<file path="config.mk">
export PLATFORM = sky130hd
export DESIGN_NAME = ldr_pkt_rx
export DESIGN_NICKNAME = d
export VERILOG_FILES = /design/src/rtl/ldr_pkg.sv /design/src/rtl/ldr_framer.sv /design/src/rtl/ldr_wr_path.sv /design/src/rtl/ldr_reply.sv /design/src/rtl/ldr_pkt_rx.sv
export SDC_FILE = /design/constraint.sdc
export NUM_CORES = 1
export LEC_CHECK = 0
export CAP_MARGIN = 30
export CORE_UTILIZATION = 56
export DETAILED_ROUTE_END_ITERATION = 16
export GPL_TIMING_DRIVEN = 0
export MAX_ROUTING_LAYER = met4
export PLACE_DENSITY_LB_ADDON = 0.05
export SLEW_MARGIN = 5
export SYNTH_ARGS = -nofsm -noshare
export SYNTH_HDL_FRONTEND = slang
export SYNTH_SLANG_ARGS = --single-unit
</file>
<file path="constraint.sdc">
create_clock -name clk -period 3.99 [get_ports clk]
set_clock_uncertainty 0.15 [all_clocks]
set_input_delay 0.798 -clock clk [delete_from_list [all_inputs] [get_ports clk]]
set_output_delay 0.798 -clock clk [all_outputs]
set_load 0.03 [all_outputs]
</file>
<file path="src/rtl/ldr_pkg.sv">
package ldr_pkg;
  parameter int ADDR_W = 32;
  localparam int BYTE_W = 8;
  localparam int HDR_BYTES = 1 + ADDR_W / BYTE_W;
  localparam int CNT_W = BYTE_W;

  localparam logic [7:0] SYNC_A  = 8'h07;
  localparam logic [7:0] SYNC_B  = 8'h0E;
  localparam logic [7:0] OP_WR   = 8'h57;
  localparam logic [7:0] OP_RUN  = 8'h52;
  localparam logic [7:0] OP_INFO = 8'h49;
  localparam logic [7:0] RSP_ACK = 8'h06;
  localparam logic [7:0] RSP_NAK = 8'h07;

  typedef enum logic [2:0] {
    FR_HUNT0, FR_HUNT1, FR_LEN, FR_BODY, FR_CSUM
  } fr_state_e;

  function automatic logic [7:0] sum8(input logic [7:0] a, input logic [7:0] b);
    return a + b;
  endfunction

  function automatic logic in_win(input logic [ADDR_W-1:0] a,
                                  input logic [ADDR_W-1:0] lo,
                                  input logic [ADDR_W-1:0] hi);
    return (a >= lo) && (a <= hi);
  endfunction

  function automatic logic op_known(input logic [7:0] op);
    return (op == OP_WR) || (op == OP_RUN) || (op == OP_INFO);
  endfunction
endpackage

</file>
<file path="src/rtl/ldr_framer.sv">
module ldr_framer
  import ldr_pkg::*;
(
  input  logic              clk,
  input  logic              rst_n,
  input  logic              rx_valid,
  input  logic [7:0]        rx_data,
  input  logic              rx_err,
  output logic              pkt_start,
  output logic              pay_stb,
  output logic [7:0]        pay_byte,
  output logic              hdr_done,
  output logic [ADDR_W-1:0] hdr_addr,
  output logic [ADDR_W-1:0] addr_q,
  output logic [7:0]        cmd_q,
  output logic              end_stb,
  output logic              sum_ok,
  output logic              len_ok,
  output logic              abort_stb
);
  fr_state_e         st;
  logic [CNT_W-1:0]  len_q;
  logic [CNT_W-1:0]  cnt;
  logic [7:0]        sum_q;
  logic              take;
  logic              in_body;

  assign take      = rx_valid && !rx_err;
  assign abort_stb = rx_valid && rx_err;
  assign in_body   = (st == FR_BODY) && take;
  assign pkt_start = (st == FR_LEN) && take;
  assign pay_stb   = in_body && (cnt >= CNT_W'(HDR_BYTES));
  assign pay_byte  = rx_data;
  assign hdr_done  = in_body && (cnt == CNT_W'(HDR_BYTES - 1));
  assign hdr_addr  = {addr_q[ADDR_W-9:0], rx_data};
  assign end_stb   = (st == FR_CSUM) && take;
  assign sum_ok    = (sum8(sum_q, rx_data) == 8'h00);
  assign len_ok    = (len_q >= CNT_W'(HDR_BYTES));

  always_ff @(posedge clk) begin
    if (!rst_n) begin
      st     <= FR_HUNT0;
      len_q  <= '0;
      cnt    <= '0;
      sum_q  <= '0;
      cmd_q  <= '0;
      addr_q <= '0;
    end else if (abort_stb) begin
      st <= FR_HUNT0;
    end else if (take) begin
      unique case (st)
        FR_HUNT0: if (rx_data == SYNC_A) st <= FR_HUNT1;
        FR_HUNT1: begin
          if (rx_data == SYNC_B)      st <= FR_LEN;
          else if (rx_data != SYNC_A) st <= FR_HUNT0;
        end
        FR_LEN: begin
          len_q <= rx_data;
          sum_q <= rx_data;
          cnt   <= '0;
          cmd_q <= '0;
          st    <= (rx_data == 8'd0) ? FR_CSUM : FR_BODY;
        end
        FR_BODY: begin
          sum_q <= sum8(sum_q, rx_data);
          cnt   <= cnt + CNT_W'(1);
          if (cnt == '0) cmd_q <= rx_data;
          else if (cnt < CNT_W'(HDR_BYTES)) addr_q <= hdr_addr;
          if (cnt + CNT_W'(1) == len_q) st <= FR_CSUM;
        end
        FR_CSUM: st <= FR_HUNT0;
        default: st <= FR_HUNT0;
      endcase
    end
  end

  // the length state is entered only right after a 0x0E byte was taken
  a_r1_sync_seen: assert property (@(posedge clk) disable iff (!rst_n)
    (st == FR_LEN && $past(st) != FR_LEN) |->
      ($past(rx_valid) && $past(rx_data) == SYNC_B));

  // body bytes never exceed the advertised length
  a_r2_len_bound: assert property (@(posedge clk) disable iff (!rst_n)
    (st == FR_BODY) |-> (cnt < len_q));
endmodule

</file>
<file path="src/rtl/ldr_wr_path.sv">
module ldr_wr_path
  import ldr_pkg::*;
(
  input  logic              clk,
  input  logic              rst_n,
  input  logic              pkt_start,
  input  logic              hdr_done,
  input  logic [ADDR_W-1:0] hdr_addr,
  input  logic [7:0]        cmd_q,
  input  logic              pay_stb,
  input  logic [7:0]        pay_byte,
  input  logic [ADDR_W-1:0] win_lo,
  input  logic [ADDR_W-1:0] win_hi,
  output logic              mem_we,
  output logic [ADDR_W-1:0] mem_addr,
  output logic [7:0]        mem_wdata,
  output logic              range_bad
);
  logic [ADDR_W-1:0] wptr;
  logic              is_wr;
  logic              hdr_chk;
  logic              ptr_ok;

  assign is_wr   = (cmd_q == OP_WR);
  assign hdr_chk = is_wr || (cmd_q == OP_RUN);
  assign ptr_ok  = in_win(wptr, win_lo, win_hi);

  always_ff @(posedge clk) begin
    if (!rst_n) begin
      wptr      <= '0;
      mem_we    <= 1'b0;
      mem_addr  <= '0;
      mem_wdata <= '0;
      range_bad <= 1'b0;
    end else begin
      mem_we <= 1'b0;
      if (pkt_start) range_bad <= 1'b0;
      if (hdr_done) begin
        wptr <= hdr_addr;
        if (hdr_chk && !in_win(hdr_addr, win_lo, win_hi)) range_bad <= 1'b1;
      end
      if (pay_stb) begin
        wptr <= wptr + ADDR_W'(1);
        if (is_wr && ptr_ok) begin
          mem_we    <= 1'b1;
          mem_addr  <= wptr;
          mem_wdata <= pay_byte;
        end
        if (is_wr && !ptr_ok) range_bad <= 1'b1;
      end
    end
  end

  // back-to-back writes go to consecutive addresses
  a_r5_incr: assert property (@(posedge clk) disable iff (!rst_n)
    (mem_we && $past(mem_we)) |-> (mem_addr == $past(mem_addr) + ADDR_W'(1)));

  // only a write command reaches the memory port
  a_r9_wr_only: assert property (@(posedge clk) disable iff (!rst_n)
    mem_we |-> ($past(cmd_q) == OP_WR));
endmodule

</file>
<file path="src/rtl/ldr_reply.sv">
module ldr_reply
  import ldr_pkg::*;
(
  input  logic              clk,
  input  logic              rst_n,
  input  logic              end_stb,
  input  logic              abort_stb,
  input  logic              sum_ok,
  input  logic              len_ok,
  input  logic              range_bad,
  input  logic [7:0]        cmd_q,
  input  logic [ADDR_W-1:0] addr_q,
  output logic              tx_valid,
  output logic [7:0]        tx_data,
  output logic              run_req,
  output logic [ADDR_W-1:0] run_addr,
  output logic              info_req
);
  logic pkt_good;

  assign pkt_good = sum_ok && len_ok && op_known(cmd_q) && !range_bad;

  always_ff @(posedge clk) begin
    if (!rst_n) begin
      tx_valid <= 1'b0;
      tx_data  <= '0;
      run_req  <= 1'b0;
      run_addr <= '0;
      info_req <= 1'b0;
    end else begin
      tx_valid <= 1'b0;
      run_req  <= 1'b0;
      info_req <= 1'b0;
      if (abort_stb) begin
        tx_valid <= 1'b1;
        tx_data  <= RSP_NAK;
      end else if (end_stb) begin
        tx_valid <= 1'b1;
        tx_data  <= pkt_good ? RSP_ACK : RSP_NAK;
        run_req  <= pkt_good && (cmd_q == OP_RUN);
        info_req <= pkt_good && (cmd_q == OP_INFO);
        if (pkt_good && cmd_q == OP_RUN) run_addr <= addr_q;
      end
    end
  end

  // reply is always one of the two codes
  a_r7_code: assert property (@(posedge clk) disable iff (!rst_n)
    tx_valid |-> (tx_data == RSP_ACK || tx_data == RSP_NAK));

  // at most one upward request at a time
  a_r8_onehot: assert property (@(posedge clk) disable iff (!rst_n)
    $onehot0({run_req, info_req}));

  // a failed sum yields a NAK and no request
  a_r3_bad_sum: assert property (@(posedge clk) disable iff (!rst_n)
    (end_stb && !sum_ok) |=> (tx_valid && tx_data == RSP_NAK && !run_req && !info_req));

  // a short length yields a NAK
  a_r9_short: assert property (@(posedge clk) disable iff (!rst_n)
    (end_stb && !len_ok) |=> (tx_data == RSP_NAK && !run_req && !info_req));
endmodule

</file>
<file path="src/rtl/ldr_pkt_rx.sv">
module ldr_pkt_rx
  import ldr_pkg::*;
(
  input  logic              clk,
  input  logic              rst_n,
  input  logic              rx_valid,
  input  logic [7:0]        rx_data,
  input  logic              rx_err,
  input  logic [ADDR_W-1:0] win_lo,
  input  logic [ADDR_W-1:0] win_hi,
  output logic              mem_we,
  output logic [ADDR_W-1:0] mem_addr,
  output logic [7:0]        mem_wdata,
  output logic              tx_valid,
  output logic [7:0]        tx_data,
  output logic              run_req,
  output logic [ADDR_W-1:0] run_addr,
  output logic              info_req
);
  logic              pkt_start;
  logic              pay_stb;
  logic [7:0]        pay_byte;
  logic              hdr_done;
  logic [ADDR_W-1:0] hdr_addr;
  logic [ADDR_W-1:0] addr_q;
  logic [7:0]        cmd_q;
  logic              end_stb;
  logic              sum_ok;
  logic              len_ok;
  logic              abort_stb;
  logic              range_bad;

  ldr_framer u_framer (
    .clk(clk), .rst_n(rst_n), .rx_valid(rx_valid), .rx_data(rx_data), .rx_err(rx_err),
    .pkt_start(pkt_start), .pay_stb(pay_stb), .pay_byte(pay_byte),
    .hdr_done(hdr_done), .hdr_addr(hdr_addr), .addr_q(addr_q), .cmd_q(cmd_q),
    .end_stb(end_stb), .sum_ok(sum_ok), .len_ok(len_ok), .abort_stb(abort_stb)
  );

  ldr_wr_path u_wr (
    .clk(clk), .rst_n(rst_n), .pkt_start(pkt_start), .hdr_done(hdr_done),
    .hdr_addr(hdr_addr), .cmd_q(cmd_q), .pay_stb(pay_stb), .pay_byte(pay_byte),
    .win_lo(win_lo), .win_hi(win_hi), .mem_we(mem_we), .mem_addr(mem_addr),
    .mem_wdata(mem_wdata), .range_bad(range_bad)
  );

  ldr_reply u_reply (
    .clk(clk), .rst_n(rst_n), .end_stb(end_stb), .abort_stb(abort_stb),
    .sum_ok(sum_ok), .len_ok(len_ok), .range_bad(range_bad), .cmd_q(cmd_q),
    .addr_q(addr_q), .tx_valid(tx_valid), .tx_data(tx_data), .run_req(run_req),
    .run_addr(run_addr), .info_req(info_req)
  );

  // an error byte is answered with a NAK in the next cycle
  a_r10_err_nak: assert property (@(posedge clk) disable iff (!rst_n)
    (rx_valid && rx_err) |=> (tx_valid && tx_data == RSP_NAK));

  // a reply is never produced without an input byte in the prior cycle
  a_r7_cause: assert property (@(posedge clk) disable iff (!rst_n)
    tx_valid |-> $past(rx_valid));
endmodule

</file>
==> results of run 1 <==
[where the power goes]
part	internal, mW	total, mW	switching (mW)
logic	0.141	0.326	0.185
clock network	0.847	1.71	0.859
registers	1.78	1.78	0.00105
[Yosys cell counts (all sizes together), types with 14 or more instances]
master,count,area (um2)
buf,22,143
and3,14,87.6
clkbuf,52,196
nor2b,14,87.6
nand4,31,194
a211oi,20,150
xnor2,14,123
nor2,103,392
a21oi,123,619
nor3,29,150
dfxtp,178,3560
a21o,20,150
ha,140,1750
nand3,33,165
o21ai,64,320
mux2i,77,771
inv,75,282
nand2,227,852
[state kept, by name, indices dropped and copies added, names as in the netlist, 32 cells and up]
register / flops
u_wr.mem_addr: 32
u_reply.run_addr: 32
u_wr.wptr: 32
u_framer.addr_q: 32
[per-stage QoR]
| step | total power [mW] | instances | hold slack, ns | util |
|---|---|---|---|---|
| 6_report | 3.81 | 1821 | 0.307 | 0.701 |
| 3_3_place_gp | 2.13 | 1786 | 0.287 | 0.667 |
| 5_1_grt | 3.91 | 1821 | 0.324 | 0.701 |
| 3_5_place_dp | 2.14 | 1786 | 0.296 | 0.667 |
| 4_1_cts | 3.81 | 1820 | 0.305 | 0.700 |
| 2_1_floorplan | 1.99 | 1367 | 0.276 | - |
[path summary, 6_finish.rpt]
kind / endpoint / cells after the start / start / slack [ns]
setup reg to reg: u_wr.mem_addr[29]$_SDFFE_PN0P_ / 11 / u_wr.wptr[2]$_SDFFE_PN0P_ / 0.64
hold / removal: u_framer.cmd_q[6]$_SDFFE_PN0P_ / 2 / u_framer.cmd_q[6]$_SDFFE_PN0P_ / 0.31
hold reg to reg: u_framer.cmd_q[6]$_SDFFE_PN0P_ / 2 / u_framer.cmd_q[6]$_SDFFE_PN0P_ / 0.31
setup / recovery: u_wr.range_bad$_SDFF_PN0_ / 12 / rx_data[0] / 0.11
[worst max-delay path, stage by stage]
cell             delay [ns]
clkdlybuf4s50_1        0.49
clkbuf_1               0.35
inv_1                  0.18
ha_1                   0.33
nor2_1                 0.04
a21oi_1                0.17
nor3_1                 0.07
o41a_1                 0.36
o31a_1                 0.32
o31ai_1                0.54
a21oi_1                0.15
a211o_1                0.25
[per-layer routing]
layer / track usage / up-vias / wire [um]
li1: - / 5187 / -
met1: 0.420 / 4959 / 14300
met2: 0.556 / 431 / 15400
met3: 0.0612 / 80 / 2540
met4: 0.114 / 0 / 912
met5: - / - / 0
[kinds of logic (layout without fill, tap and decap cells)]
family / count (synthesis) / after routing / synth area share
compound gates: 296 / 296 / 0.163
xor+xnor: 19 / 19 / 0.0150
fa+ha+maj: 141 / 141 / 0.160
buf+inv: 149 / 338 / 0.0561
flops: 178 / 178 / 0.322
mux: 78 / 78 / 0.0707
other cells: 1 / 5 / 0.000339
simple gates: 501 / 501 / 0.213
[layout make-up]
type	count	area share
plain buffers	74	0.0259
clock buffers	17	0.0313
flip-flops and latches	178	0.262
clock inverters	15	0.0134
well taps	265	0.0244
multi-input cells	1040	0.507
inverters	75	0.0207
repair buffers	157	0.115
[repair_timing]
action	in CTS	in global routing
setup buffers	2	1
setup endpoints to repair	32	50
pin swaps	1	1
resized for setup	4	8
==> flow_summary.json, run 1 <==
{
  "fmax_mhz": 258,
  "required_ns": 4.17,
  "cts.clk_slew.worst_paths_ns": 0.07,
  "viasPerCell": 5.85,
  "pre_cts_ws_ns": -0.991,
  "die_x_um": 143,
  "grt_max_degree": 21,
  "nets": 1760,
  "power.leakage_nw": 5.77,
  "antenna_cells": 0,
  "slew-limit-headroom": 0.429,
  "die_h_um": 143,
  "critical_path_arrival_ns": 4.06,
  "start_util": 0.570,
  "tritoncts": "built",
  "synth_enable_flop_cells": 0,
  "hp-class": "reg -> reg",
  "ys_types": 75,
  "multi_input_area_um2": 6900,
  "ios": 160,
  "register_area_um2": 3560,
  "clkLatencyLatePin_ns": 0.45,
  "antenna_found_initial": 0,
  "drive_above_1_share": 0.0501,
  "drv_slew": 0,
  "synth_area_um2": 11100,
  "path_class": "in -> reg",
  "final_area_um2": 13600,
  "finalSetupTns_ns": 0,
  "synth_ff_type": "dfxtp_1",
  "root_buffer": "clkbuf_16",
  "synthArstFlopShare": 0,
  "synth_seq_cells": 178,
  "p_per_area_nw_per_um2": 280,
  "hold_viol": 0,
  "ant_nets": 0,
  "cts_buffer_depth": 2,
  "cts_buffers": 17,
  "drt_iter0_markers": 1059,
  "ys_seq_area_frac": 0.322,
  "path_max_fanout": 8,
  "synth_warnings": 0,
  "vias": 10700,
  "core_um2": 19400,
  "gp_congestion": 0.976,
  "final_cell_mix": "nand2_1, dfxtp_1, clkdlybuf4s50_1, ha_1, a21oi_1",
  "dp_hpwl_mm": 24.8,
  "crit_path_start_kind": "input port",
  "layout_setup_ws_ns": 0.114,
  "drv_cap": 0,
  "drc": 0,
  "worst_pin_slew_ns": 0.856,
  "setup_viol": 0,
  "wirelength_mm": 33.1,
  "grt_util_all_layers": 0.339,
  "grt_overflow": 0,
  "cts_hold_buf": 0,
  "end_kind": "flip-flop",
  "grt_pass1_vias": 9985,
  "nFillCells": 1652,
  "io_buffers": 154,
  "placementRows": 51,
  "drt_first_pass_iters": 5,
  "areaGrowthSynthToFinish_pct": 23.1,
  "avgSynthCellArea_um2": 8.11,
  "post-route-period-util": 0.971,
  "wire_per_inst_um": 18.2,
  "htree_levels": 4,
  "grt_pass1_wl_mm": 51.4,
  "die_area_um2": 20300,
  "final_common_cell": "nand2_1",
  "final.min_clock_period_ns": 3.88,
  "syn-instance-count": 1363,
  "place_area_um2": 12900,
  "cts.sinks": 178,
  "status": "finished clean",
  "ir_worst_vdd_mv": 0.277
}
(Power assumes the default switching activity.)
==> inputs of run 2 (changes only) <==
--- a/config.mk
+++ b/config.mk
@@ -11,6 +11,7 @@
 export GPL_TIMING_DRIVEN = 0
 export MAX_ROUTING_LAYER = met4
 export PLACE_DENSITY_LB_ADDON = 0.05
+export RECOVER_POWER = 100
 export SLEW_MARGIN = 5
 export SYNTH_ARGS = -nofsm -noshare
 export SYNTH_HDL_FRONTEND = slang
==> run 2 against run 1 <==
  * Largest power group unchanged
  * Global-route usage unchanged
  * Worst setup slack worse by 0.0097 ns
  * Highest routed layer unchanged
  * Power about the same
  * Largest cell class unchanged
  * Combinational power about the same
  * Non-clock buffer count unchanged
  * Via count up 0.36%
==> flow_summary.json, run 2 (synthesis gave the netlist of run 1 again) <==
{
  "wl_met2_mm": 15.5,
  "rr_startpoint": "u_framer.cnt[5]$_SDFFE_PN0P_",
  "tritoncts": "built",
  "htree_levels": 4,
  "required_ns": 4.17,
  "ios": 160,
  "maxUsedRoutingLayer": "met4",
  "fmax_mhz": 257,
  "dp_hpwl_mm": 24.8,
  "path_class": "in -> reg",
  "grt_util_all_layers": 0.339,
  "path_max_fanout": 8,
  "clkLatencyLatePin_ns": 0.45,
  "drv_slew": 0,
  "register_area_um2": 3560,
  "drv_cap": 0,
  "cp_cell_sequence": "clkdlybuf4s50_1 -> clkbuf_1 -> inv_1 -> ha_1 -> nor2_1 -> a21oi_1 -> nor3_1 -> o41a_1 -> o31a_1 -> o31ai_1 -> a21oi_1 -> a211o_1",
  "status": "finished clean",
  "core_um2": 19400,
  "die_h_um": 143,
  "final_common_cell": "nand2_1",
  "power.leakage_nw": 6.03,
  "min_path_cells": 2,
  "crit_slowest_cell": "o31ai_1",
  "p_per_area_nw_per_um2": 280,
  "drc": 0,
  "antenna_found_initial": 0,
  "drive_above_1_share": 0.0463,
  "die_area_um2": 20300,
  "cts.sinks": 178,
  "vias": 10700,
  "die_x_um": 143,
  "viasPerCell": 5.87,
  "hold_start": "u_wr.mem_addr[10]$_SDFFE_PN0P_",
  "crit_path_start_kind": "input port",
  "gp_congestion": 0.976,
  "dp.cells": 1786,
  "hp-class": "reg -> reg",
  "place_area_um2": 12900,
  "holdWs_ns": 0.304,
  "multi_input_area_um2": 6890,
  "r2r-end": "u_wr.wptr[22]$_SDFFE_PN0P_",
  "ir_worst_vdd_mv": 0.279,
  "crit_top_cell": "a21oi_1",
  "grt_pass1_wl_mm": 51.4,
  "grt_max_degree": 21,
  "drt_first_pass_iters": 6,
  "root_buffer": "clkbuf_16",
  "final_area_um2": 13600,
  "worst_pin_slew_ns": 0.906,
  "ant_nets": 0,
  "cts_buffers": 17,
  "min_to": "u_wr.mem_addr[10]$_SDFFE_PN0P_",
  "end_kind": "flip-flop",
  "post-route-period-util": 0.974,
  "grt_pass1_vias": 9985,
  "crit_family": "compound AO/OA/AOI/OAI gates",
  "nFillCells": 1658,
  "wirelength_mm": 33.2,
  "reg2reg_slack_ns": 0.44,
  "reg2reg_depth": 8,
  "met1_length_mm": 14.4,
  "antenna_cells": 0,
  "fin_cells": 1821,
  "drt_iter0_markers": 1069,
  "final.min_clock_period_ns": 3.89,
  "areaGrowthSynthToFinish_pct": 22.9,
  "grt_overflow": 0,
  "setup_viol": 0,
  "cts_hold_buf": 0,
  "io_buffers": 154,
  "cts_buffer_depth": 2,
  "hold_viol": 0,
  "wire_per_inst_um": 18.2,
  "critical_path_arrival_ns": 4.07,
  "nets": 1760,
  "met3_length_mm": 2.48,
  "start_util": 0.570,
  "cts.clk_slew.worst_paths_ns": 0.07,
  "path_buf_inv": 3,
  "slew-limit-headroom": 0.394,
  "cp_slowest_stage_delay_ns": 0.55,
  "finalSetupTns_ns": 0,
  "final_cell_mix": "nand2_1, dfxtp_1, ha_1, a21oi_1, nor2_1",
  "placementRows": 51
}
[run 2: worst max-delay path by stage]
| stage | from | cells after the start | end |
|---|---|---|---|
| final | rx_data[0] | 12 | u_wr.range_bad$_SDFF_PN0_ |
| after global routing | rx_data[0] | 14 | u_reply.run_addr[16]$_SDFFE_PN0P_ |
| after CTS | rx_data[4] | 12 | u_reply.run_addr[30]$_SDFFE_PN0P_ |
| after detailed placement | rx_data[1] | 13 | u_reply.run_addr[30]$_SDFFE_PN0P_ |
| after global placement | rx_data[1] | 12 | u_reply.run_addr[2]$_SDFFE_PN0P_ |
| after floorplan | rx_data[1] | 11 | u_reply.run_addr[0]$_SDFFE_PN0P_ |
[run 2: report_power, final]
group | total, mW | switching [mW] | internal (mW)
logic | 0.324 | 0.185 | 0.139
registers | 1.78 | 0.000944 | 1.78
clock network | 1.71 | 0.860 | 0.847
total | 3.81 | 1.05 | 2.76
[run 2: repair_timing]
action / in CTS / in global routing
pin swaps: 1 / 1
setup endpoints to repair: 32 / 50
resized for setup: 4 / 8
buffers inserted: 2 / 1
[run 2: layout make-up]
class	instances	area share
Buffer	74	0.0258
Clock buffer	17	0.0313
Clock inverter	15	0.0134
Sequential cell	178	0.262
Multi-Input combinational cell	1040	0.507
Inverter	75	0.0207
Tap cell	265	0.0244
Timing Repair Buffer	157	0.116
[run 2: stage by stage]
step | setup WS (ns) | utilization | power, mW
finish | 0.104 | 0.701 | 3.81
global route | -0.00532 | 0.701 | 3.91
CTS | 0.104 | 0.700 | 3.81
detailed placement | -0.991 | 0.667 | 2.14
global placement | -0.966 | 0.667 | 2.13
floorplan | 0.331 | - | 1.99
[run 2: per-layer routing]
layer	vias to the layer above	track usage
li1	5187	-
met1	4982	0.420
met2	451	0.556
met3	75	0.0612
met4	0	0.114
met5	-	-
[run 2: tightest hold or removal path, stage by stage (launching register included)]
cell	delay, ns
dfxtp_1	0.31
nand2_1	0.05
mux2i_1	0.05
==> inputs of run 3 (changes only) <==
--- a/config.mk
+++ b/config.mk
@@ -12,6 +12,7 @@
 export MAX_ROUTING_LAYER = met4
 export PLACE_DENSITY_LB_ADDON = 0.05
 export RECOVER_POWER = 100
+export SKIP_LAST_GASP = 1
 export SLEW_MARGIN = 5
 export SYNTH_ARGS = -nofsm -noshare
 export SYNTH_HDL_FRONTEND = slang
==> run 3 against run 2 <==
  * Maximum frequency is essentially flat
  * Largest power group unchanged
  * Critical path depth unchanged
  * Combinational power is essentially flat
  * Worst setup slack better by 0.00092 ns
  * Hold slack gained 0.00058 ns
  * Register-to-register slack worse by 0.03 ns
==> flow_summary.json, run 3 (synthesis gave the netlist of run 1 again) <==
{
  "die_h_um": 143,
  "wire_per_inst_um": 18.3,
  "final_cell_mix": "nand2_1, dfxtp_1, ha_1, a21oi_1, nor2_1",
  "die_x_um": 143,
  "grt_max_degree": 21,
  "wl_met2_mm": 15.6,
  "final_area_um2": 13600,
  "gp_congestion": 0.976,
  "fmax_mhz": 257,
  "path_class": "in -> reg",
  "ant_nets": 0,
  "slew-limit-headroom": 0.395,
  "met3_length_mm": 2.68,
  "vias": 10700,
  "met1_length_mm": 14.1,
  "grt_pass1_vias": 9985,
  "grt_pass1_wl_mm": 51.4,
  "antenna_found_initial": 0,
  "ir_worst_vdd_mv": 0.278,
  "path_max_fanout": 8,
  "rsz0062_at_grt": "yes",
  "end_kind": "flip-flop",
  "required_ns": 4.18,
  "start_util": 0.570,
  "cts.sinks": 178,
  "cp_cell_sequence": "clkdlybuf4s50_1 -> clkbuf_1 -> inv_1 -> ha_1 -> nor2_1 -> a21oi_1 -> nor3_1 -> o41a_1 -> o31a_1 -> o31ai_1 -> a21oi_1 -> a211o_1",
  "ios": 160,
  "p_per_area_nw_per_um2": 281,
  "die_area_um2": 20300,
  "clkLatencyLatePin_ns": 0.45,
  "wirelength_mm": 33.3,
  "final_util": 0.700,
  "core_um2": 19400,
  "drv_slew": 0,
  "crit_top_cell": "a21oi_1",
  "io_buffers": 154,
  "drive_above_1_share": 0.0456,
  "drt_first_pass_iters": 6,
  "cts.clk_slew.worst_paths_ns": 0.07,
  "htree_levels": 4,
  "grt_util_all_layers": 0.339,
  "final.min_clock_period_ns": 3.88,
  "hp-class": "reg -> reg",
  "setup_viol": 0,
  "cts_buffer_depth": 2,
  "status": "finished clean",
  "place_area_um2": 12900,
  "antenna_cells": 0,
  "grt_overflow": 0,
  "hold_viol": 0,
  "fin_cells": 1821,
  "tritoncts": "built",
  "holdWs_ns": 0.304,
  "drc": 0,
  "crit_slowest_cell": "o31ai_1",
  "root_buffer": "clkbuf_16",
  "final_common_cell": "nand2_1",
  "post-route-period-util": 0.974,
  "cp_slowest_stage_delay_ns": 0.56,
  "dp_hpwl_mm": 24.8,
  "critical_path_arrival_ns": 4.07,
  "viasPerCell": 5.86,
  "power.leakage_nw": 6.03,
  "placementRows": 51,
  "crit_path_start_kind": "input port",
  "nets": 1760,
  "drv_cap": 0,
  "worst_pin_slew_ns": 0.904,
  "dp.cells": 1786,
  "maxUsedRoutingLayer": "met4",
  "areaGrowthSynthToFinish_pct": 22.9,
  "drt_iter0_markers": 1131,
  "cts_hold_buf": 0,
  "cts_buffers": 17
}
run 3: area by class of cell:
type,instances,area [um2]
clock inverter,15,183
inverter,75,282
tap,265,332
fill,1660,5810
multi-input combinational,1040,6880
sequential,178,3560
timing repair buffer,157,1570
buffer,74,347
clock buffer,17,425
run 3: final timing paths:
| kind | startpoint | to | slack, ns | depth (start not counted) |
|---|---|---|---|---|
| max | rx_data[0] | u_wr.range_bad$_SDFF_PN0_ | 0.11 | 12 |
| min | u_wr.mem_addr[6]$_SDFFE_PN0P_ | u_wr.mem_addr[6]$_SDFFE_PN0P_ | 0.30 | 2 |
| max reg2reg | u_framer.cnt[5]$_SDFFE_PN0P_ | u_wr.wptr[22]$_SDFFE_PN0P_ | 0.41 | 8 |
| min reg2reg | u_wr.mem_addr[6]$_SDFFE_PN0P_ | u_wr.mem_addr[6]$_SDFFE_PN0P_ | 0.30 | 2 |
run 3: stage by stage:
stage	power (mW)	worst slack (ns)	TNS, ns
floorplan	1.99	0.331	0
global placement	2.13	-0.966	-39.91
detailed placement	2.14	-0.991	-42.51
CTS	3.81	0.104	0
global route	3.91	-0.0337	-0.0641
finish	3.81	0.105	0
run 3: repair_timing:
action,in CTS,in global routing
hold endpoints to repair,0,0
gates resized for setup,4,6
pin swaps,1,1
endpoints found under the setup margin,32,50
setup buffers,2,1
run 3: worst max-delay path, delay by kind of cell:
family	cells	cell delay [ns]
compound gates	6	1.82
buf+inv	3	1.02
fa+ha+maj	1	0.33
simple gates	2	0.11
run 3: routing by layer:
layer	GRT usage	up-vias
met4	0.114	0
met1	0.420	5002
met5	-	-
met2	0.556	402
met3	0.0612	73
li1	-	5187
run 3: power by group:
group          internal (mW)  total [mW]  switching, mW
sequential              1.78        1.78       0.000954
clock                  0.846        1.71          0.863
combinational          0.139       0.325          0.185
